$ cat src/rtl/prot_csr_pkg.sv
package prot_csr_pkg;

    typedef enum logic [1:0] {
        MODE_OFF   = 2'b00,
        MODE_TOR   = 2'b01,
        MODE_NA4   = 2'b10,
        MODE_NAPOT = 2'b11
    } prot_mode_e;

    localparam int ENT_BITS = 8;
    localparam int LOCK_BIT = 7;
    localparam logic [ENT_BITS-1:0] ENT_KEEP = 8'h9F;

endpackage

$ cat src/rtl/prot_cfg_slot.sv
module prot_cfg_slot
    import prot_csr_pkg::*;
(
    input  logic                clk_i,
    input  logic                rst_ni,
    input  logic                wr_i,
    input  logic [ENT_BITS-1:0] byte_i,
    output logic [ENT_BITS-1:0] cfg_o
);

    logic [ENT_BITS-1:0] cfg_q;

    always_ff @(posedge clk_i or negedge rst_ni) begin
        if (!rst_ni) begin
            cfg_q <= '0;
        end else if (wr_i && !cfg_q[LOCK_BIT]) begin
            cfg_q <= byte_i & ENT_KEEP;
        end
    end

    assign cfg_o = cfg_q;


    lock_hold_chk: assert property (@(posedge clk_i) disable iff (!rst_ni)
        cfg_q[LOCK_BIT] |=> $stable(cfg_q));


    rsvd_zero_chk: assert property (@(posedge clk_i) disable iff (!rst_ni)
        wr_i |=> (cfg_q[6:5] == 2'b00));

endmodule

$ cat src/rtl/prot_addr_slot.sv
module prot_addr_slot #(
    parameter int XLEN = 32,
    parameter int KEEP = 32
) (
    input  logic            clk_i,
    input  logic            rst_ni,
    input  logic            wr_i,
    input  logic            freeze_i,
    input  logic [XLEN-1:0] data_i,
    output logic [XLEN-1:0] addr_o
);

    localparam logic [XLEN-1:0] KEEP_MASK = {XLEN{1'b1}} >> (XLEN - KEEP);

    logic [XLEN-1:0] addr_q;

    always_ff @(posedge clk_i or negedge rst_ni) begin
        if (!rst_ni) begin
            addr_q <= '0;
        end else if (wr_i && !freeze_i) begin
            addr_q <= data_i & KEEP_MASK;
        end
    end

    assign addr_o = addr_q;


    freeze_hold_chk: assert property (@(posedge clk_i) disable iff (!rst_ni)
        freeze_i |=> $stable(addr_q));


    upper_zero_chk: assert property (@(posedge clk_i) disable iff (!rst_ni)
        wr_i |=> ((addr_q & ~KEEP_MASK) == '0));

endmodule

$ cat src/rtl/prot_csr_bank.sv
module prot_csr_bank
    import prot_csr_pkg::*;
#(
    parameter int XLEN    = 32,
    parameter int NUM_ENT = 16
) (
    input  logic                       clk_i,
    input  logic                       rst_ni,
    input  logic [1:0]                 cfg_idx_i,
    input  logic                       cfg_we_i,
    input  logic [XLEN-1:0]            cfg_wdata_i,
    output logic [XLEN-1:0]            cfg_rdata_o,
    output logic                       cfg_bad_o,
    input  logic [$clog2(NUM_ENT)-1:0] addr_idx_i,
    input  logic                       addr_we_i,
    input  logic [XLEN-1:0]            addr_wdata_i,
    output logic [XLEN-1:0]            addr_rdata_o,
    output logic [NUM_ENT-1:0]         ent_lock_o,
    output logic [2*NUM_ENT-1:0]       ent_mode_o,
    output logic [NUM_ENT-1:0]         ent_x_o,
    output logic [NUM_ENT-1:0]         ent_w_o,
    output logic [NUM_ENT-1:0]         ent_r_o
);

    localparam int PER_WORD  = XLEN / ENT_BITS;
    localparam int NUM_GRP   = NUM_ENT / PER_WORD;
    localparam int GRP_W     = (NUM_GRP > 1) ? $clog2(NUM_GRP) : 1;
    localparam int STRIDE_LG = (XLEN == 64) ? 1 : 0;
    localparam int ADDR_KEEP = (XLEN == 64) ? 54 : XLEN;

    logic [ENT_BITS-1:0]      cfg_ent  [NUM_ENT];
    logic [XLEN-1:0]          cfg_word [NUM_GRP];
    logic [XLEN-1:0]          addr_reg [NUM_ENT];
    logic [NUM_ENT*ENT_BITS-1:0] cfg_flat;
    logic [GRP_W-1:0]         grp_sel;
    logic                     cfg_wr_ok;

    assign cfg_bad_o = (XLEN == 64) && cfg_idx_i[0];
    assign grp_sel   = GRP_W'(cfg_idx_i >> STRIDE_LG);
    assign cfg_wr_ok = cfg_we_i && !cfg_bad_o;

    for (genvar j = 0; j < NUM_ENT; j++) begin : g_ent
        localparam int GRP  = j / PER_WORD;
        localparam int LANE = j % PER_WORD;

        prot_cfg_slot u_cfg (
            .clk_i  (clk_i),
            .rst_ni (rst_ni),
            .wr_i   (cfg_wr_ok && (grp_sel == GRP_W'(GRP))),
            .byte_i (cfg_wdata_i[ENT_BITS*LANE +: ENT_BITS]),
            .cfg_o  (cfg_ent[j])
        );

        assign cfg_word[GRP][ENT_BITS*LANE +: ENT_BITS] = cfg_ent[j];
        assign cfg_flat[ENT_BITS*j +: ENT_BITS]         = cfg_ent[j];
        assign ent_lock_o[j]       = cfg_ent[j][LOCK_BIT];
        assign ent_mode_o[2*j +: 2] = cfg_ent[j][4:3];
        assign ent_x_o[j]          = cfg_ent[j][2];
        assign ent_w_o[j]          = cfg_ent[j][1];
        assign ent_r_o[j]          = cfg_ent[j][0];
    end

    for (genvar i = 0; i < NUM_ENT; i++) begin : g_addr
        logic upper_tor;

        if (i == NUM_ENT - 1) begin : g_last
            assign upper_tor = 1'b0;
        end else begin : g_mid
            assign upper_tor = cfg_ent[i+1][LOCK_BIT] &&
                               (prot_mode_e'(cfg_ent[i+1][4:3]) == MODE_TOR);
        end

        prot_addr_slot #(
            .XLEN (XLEN),
            .KEEP (ADDR_KEEP)
        ) u_addr (
            .clk_i    (clk_i),
            .rst_ni   (rst_ni),
            .wr_i     (addr_we_i && (addr_idx_i == i)),
            .freeze_i (cfg_ent[i][LOCK_BIT] || upper_tor),
            .data_i   (addr_wdata_i),
            .addr_o   (addr_reg[i])
        );
    end

    always_comb begin
        cfg_rdata_o = cfg_bad_o ? '0 : cfg_word[grp_sel];
    end

    assign addr_rdata_o = addr_reg[addr_idx_i];


    bad_read_zero_chk: assert property (@(posedge clk_i) disable iff (!rst_ni)
        cfg_bad_o |-> (cfg_rdata_o == '0));


    bad_write_keep_chk: assert property (@(posedge clk_i) disable iff (!rst_ni)
        (cfg_we_i && cfg_bad_o) |=> $stable(cfg_flat));


    lock_sticky_chk: assert property (@(posedge clk_i) disable iff (!rst_ni)
        (ent_lock_o != '0) |=> ((ent_lock_o & $past(ent_lock_o)) == $past(ent_lock_o)));

endmodule

$ cat config.mk
export PLATFORM = sky130hd
export DESIGN_NAME = prot_csr_bank
export DESIGN_NICKNAME = d
export VERILOG_FILES = /design/src/rtl/prot_csr_pkg.sv /design/src/rtl/prot_cfg_slot.sv /design/src/rtl/prot_addr_slot.sv /design/src/rtl/prot_csr_bank.sv
export SDC_FILE = /design/constraint.sdc
export NUM_CORES = 1
export LEC_CHECK = 0
export ABC_AREA = 1
export BUFFER_PORTS_ARGS = -buffer_cell sky130_fd_sc_hd__buf_4
export CAP_MARGIN = 20
export CORE_ASPECT_RATIO = 0.9
export CORE_UTILIZATION = 65
export CTS_CLUSTER_DIAMETER = 120
export DETAILED_ROUTE_END_ITERATION = 10
export PLACE_DENSITY = 0.92
export SYNTH_ARGS = -nofsm -noshare
export SYNTH_HDL_FRONTEND = slang
export SYNTH_SLANG_ARGS = --single-unit
$ cat constraint.sdc
create_clock -name clk_i -period 2.35 [get_ports clk_i]
set_clock_uncertainty 0.1 [all_clocks]
set_input_delay 0.235 -clock clk_i [delete_from_list [all_inputs] [get_ports clk_i]]
set_output_delay 0.235 -clock clk_i [all_outputs]
set_load 0.01 [all_outputs]
# After elaboration in Yosys (flattened, before gate mapping)
# Index checks and enable logic that the tools add are counted.
# op_classes
n_eq_ne	33
reduce_logical	115
bitwise	2
muxes	6
n_lt_le_gt_ge	2
# ops
cell	count
$bmux 32 s4	1
$mux 32	4
$logic_and 1x1->1	67
$bmux 32 s2	1
$eq 2x1->1 const B	16
$eq 4x4->1 const B	8
$logic_not 1->1	31
$eq 4x3->1 const B	4
$logic_or 1x1->1	15
$eq 4x2->1 const B	2
$ge 5x5->1 const B	1
$not 4->5	1
$eq 2x2->1 const B	2
$eq 4x1->1 const B	1
$logic_not 4->1	1
$ge 3x3->1 const B	1
$not 2->3	1
$logic_not 2->1	1
# totals
elab_cells	190
register_bits	608
inputBits	74
out_inout_bits	161

# Depth between registers and ports, before layout
# logic_depth
word_depth	5
depth_mapped	12
ltp_nobuf	9

# Hierarchy
# From an unflattened synthesis, not the netlist that was laid out.
# unflattened
cells_unflattened	4438
hier_area_um2	33098.0
# modules_own_cells
mod	instances	cells_each	area_each_um2	seq_area_each_um2
prot_addr_slot	16	140	1370.1	800.8
prot_csr_bank	1	1750	7193.1	0.0
prot_cfg_slot	16	28	249.0	150.1

# Worst setup path after synthesis
# No wires, ideal clock.
# synth_timing
path_kind	input -> output
startpoint	input port addr_idx_i[0]
endpoint	output port addr_rdata_o[15]
setup_slack_ns	0.808
arrival_ns	1.207
t_required_ns	2.015
stages	12
path_buffers	3
path_cell_list	buf_4 > inv_2 > buf_2 > buf_4 > nand2_1 > nand2_1 > nand2_1 > nand2_1 > nand2_1 > nand2_1 > inv_1 > nand2_1
# synth_between
elab_chain_len	4
# synth_lines
element	line	text
from (decl)	prot_csr_bank.sv:14	input logic [$clog2(NUM_ENT)-1:0] addr_idx_i,
$not 4->5 (implied by the code)	prot_csr_bank.sv:90	assign addr_rdata_o = addr_reg[addr_idx_i];
$bmux 32 s4	prot_csr_bank.sv:90	
$mux 32 (implied by the code) (2 in series)	prot_csr_bank.sv:90	
to (decl)	prot_csr_bank.sv:17	output logic [XLEN-1:0] addr_rdata_o,
# No other way between the ends. The select of a mux whose other input is x is not followed.

# Final worst setup path
# layout_timing
startpoint	input port addr_idx_i[0]
endpoint	output port addr_rdata_o[30]
# The elaborated chain is that of the path after synthesis.

==> results.py <==
metrics = {
    "status": {
        "status": "finished clean",
    },
    "floorplan": {
        "initial_core_util_pct": 66.1,
        "chipWidth_um": 223,
        "die-area_um2": 44800,
        "coreArea_um2": 43200,
        "num_io_pins": 235,
        "die_height_um": 201,
        "num_rows": 72,
    },
    "worst_hold_path": {
        "hold_start": "addr_wdata_i[8]",
        "hold_class": "input port to flop",
    },
    "finish": {
        "synthToLayoutAreaGrowth_pct": 15.0,
        "drive_gt1_share_pct": 10.4,
        "diodes": 0,
        "mostFrequentLayoutCell": "nand2_1",
        "fill_cells": 2778,
        "design_area_um2": 32800,
        "fin_nets": 3961,
        "final_cell_mix": "1997 x nand2_1, 608 x dfrtp_1, 407 x o21ai_0",
        "final-instance-count-excl-fill": 4484,
    },
    "timing": {
        "hold_ws_ns": 0.0203,
        "drv_slew": 0,
        "setup_viol": 0,
        "clock.fmax_mhz": 462,
        "fin_setup_tns_ns": 0,
        "worst_slew_pin_slew_ns": 0.882,
        "relSlewSlack_pct": 41.2,
        "finalHoldViolations": 0,
        "fin_crit_sh_pct": 92.1,
        "rsz0062_at_grt": "no",
        "min_period_ns": 2.16,
    },
    "pwr": {
        "total_power_w": 0.0213,
        "power.switching_w": 0.00493,
        "p_int_w": 0.0164,
        "power_density_nw_per_um2": 649,
        "switching_share_pct": 23.1,
        "p_seq_share_pct": 49.2,
        "max-vdd-ir-drop_mv": 0.522,
        "p_leak_nw": 17.1,
        "power_frac_clock_pct": 45.8,
        "p_comb_share_pct": 5.1,
    },
    "yosys": {
        "ys_seq_area_share_pct": 53.3,
        "netlist_instances": 3766,
        "yosysUniqueCellTypes": 31,
        "synthSimpleGateAreaFrac_pct": 28.4,
        "synth_fa_ha_area_share_pct": 0,
        "postSynthAreaPerCell_um2": 7.58,
        "synth_compound_area_share_pct": 11.8,
        "synth_top_family_by_area": "simple AND/OR/NAND/NOR gates",
        "ys_ff_latch": 608,
        "synth_xor_area_share_pct": 0,
        "synth_mux_area_share_pct": 0,
        "yosys_warnings": 0,
        "syn_area_um2": 28500,
    },
    "setup_path": {
        "crit_fanout": 136,
        "cpMostUsedCell": "nand2_1",
        "cpPeakStageDelay_ns": 0.47,
        "r2r_start": "g_ent[4].u_cfg.cfg_o[7]",
        "cp-startpoint": "addr_idx_i[0]",
        "cp-endpoint": "addr_rdata_o[30]",
        "crit_slowest_cell": "buf_12",
        "critPathArrivalTime_ns": 1.83,
        "critPathKind": "input port to output port",
        "cp_cell_sequence": "clkbuf_8 > buf_12 > nand2_1 > nand2_1 > nand2_1 > nand2_1 > nand2_1 > nand2_1 > inv_1 > nand2_1 > buf_4",
        "rrSetupSlack_ns": 0.31,
        "r2r_end": "g_addr[3].u_addr.addr_o[0]",
        "setup.worst_path.end_class": "output port",
        "ff2ff_path_depth": 5,
        "start_kind": "input port",
        "crit_required_ns": 2.02,
    },
    "global_route": {
        "met2_usage_pct": 59.3,
        "gr-usage-met1_pct": 50.8,
        "grt_antenna_before_repair": 1,
        "grt_overflow": 0,
        "grt_max_degree": 137,
        "use_met3_pct": 7.77,
        "grt_pass1_vias": 25965,
        "grt-busiest-layer": "met2",
        "grt_pass1_wl_um": 135000,
        "grt_usage_pct": 37.9,
    },
    "routing": {
        "vias": 26679,
        "post_drt_wl_per_cell_um": 18.7,
        "drtPass1Iterations": 8,
        "drtAntennaViolNets": 0,
        "routed_wl_um": 83900,
        "drcViolationCount": 0,
        "drtIter0Drc": 3201,
        "avgViaCountPerCell": 5.95,
    },
    "cts": {
        "clockBufferDepth": 3,
        "cts_hold_buf": 36,
        "post_cts_resized": 0,
        "cts.sinks": 608,
        "clockRootBuffer": "clkbuf_16",
        "cts_buffers": 55,
        "cts_setup_buffers": 0,
        "cts.clk_slew.worst_paths_ns": 0.07,
        "htree_levels": 2,
        "clkLatencyLatePin_ns": 0.63,
        "tritoncts": "yes",
    },
    "place": {
        "dp_hpwl_um": 45000,
        "dp.cells": 4349,
        "place.gp.congestion": 0.876,
        "placed_area_um2": 30500,
        "port_buffers": 217,
    },
    "job": {
        "cap_violations": 0,
    },
}
-- sequential cells by signal, indices dropped and copies added (netlist names) --
signal                flops
g_addr.u_addr.addr_o    512
g_ent.u_cfg.cfg_o        96
-- routing by layer --
layer | vias up | wire, µm
li1 | 12037 | -
met1 | 12505 | 31900
met2 | 1766 | 38500
met3 | 369 | 9460
met4 | 2 | 4060
met5 | - | 13
-- synthesized netlist by cell type --
master    number  share of area, %
nor3_2         4              0.14
nand3_4        1             0.061
o21ai_0      407               7.1
nor2_2         1             0.022
a22oi_1       23              0.61
nor3_1         1             0.018
dfrtp_1      608                53
clkinv_1       2             0.026
nand4_4        4              0.30
inv_1        148               1.9
clkbuf_2       2             0.035
o221ai_1       7              0.21
nand3b_1       1             0.026
nand4_2        1             0.044
nand4_1        1             0.022
buf_2        105               1.8
nand2_1     1998                26
nor2_4         1             0.039
o21ai_1      201               3.5
conb_1         1             0.013
nand2_2        5              0.11
buf_4         40               1.1
nand3_1       57               1.0
a21oi_2        1             0.031
nand3_2        4              0.14
inv_2          6             0.079
o211ai_4       3              0.22
clkbuf_1     112               1.5
buf_1          5             0.066
nor2_1        15              0.20
o211ai_1       1             0.026
-- power groups by stage --
stage          combinational [W]  sequential [W]  clock, W
2_1_floorplan           0.000445          0.0107         0
3_5_place_dp            0.000994          0.0107         0
4_1_cts                  0.00105          0.0105   0.00974
6_report                 0.00108          0.0105   0.00975
3_3_place_gp            0.000987          0.0107         0
5_1_grt                  0.00114          0.0105    0.0102
-- through the flow --
| stage | utilization (%) | worst slack [ns] |
|---|---|---|
| 2_1_floorplan | - | 0.808 |
| 3_3_place_gp | 70.7 | 0.312 |
| 3_5_place_dp | 70.7 | 0.307 |
| 4_1_cts | 76.1 | 0.201 |
| 5_1_grt | 76.1 | 0.0929 |
| 6_report | 76.1 | 0.186 |
-- cell type report --
| class | instances | area [µm²] | share of cell area [%] |
|---|---|---|---|
| flip-flops and latches | 608 | 15200 | 46.3 |
| multi-input cells | 2746 | 11500 | 35.1 |
| repair buffers | 320 | 2870 | 8.74 |
| clock buffers | 74 | 1560 | 4.75 |
| well taps | 555 | 694 | 2.12 |
| inverters | 156 | 596 | 1.81 |
| clock inverters | 25 | 387 | 1.18 |
-- worst min path at each step --
stage | slack (ns) | to | cells past startpoint
2_1_floorplan | -0.16 | g_addr[0].u_addr.addr_o[0] | 0
6_report | 0.02 | g_addr[0].u_addr.addr_o[8] | 3
3_3_place_gp | 0.13 | g_addr[2].u_addr.addr_o[9] | 1
5_1_grt | 0.05 | g_addr[2].u_addr.addr_o[8] | 3
3_5_place_dp | 0.13 | g_addr[2].u_addr.addr_o[9] | 1
4_1_cts | 0.002 | g_addr[0].u_addr.addr_o[8] | 3
-- logic make-up after synthesis --
group           count (synthesis)
simple gates                 2094
compound gates                643
flops                         608
buf+inv                       420
other cells                     1
-- worst max-delay path: cells and delay by family --
family,cells,cell delay (ns)
buffers and inverters,4,0.83
AND/OR/NAND/NOR,7,0.65
Note: power is estimated with default switching activity, not from simulation.
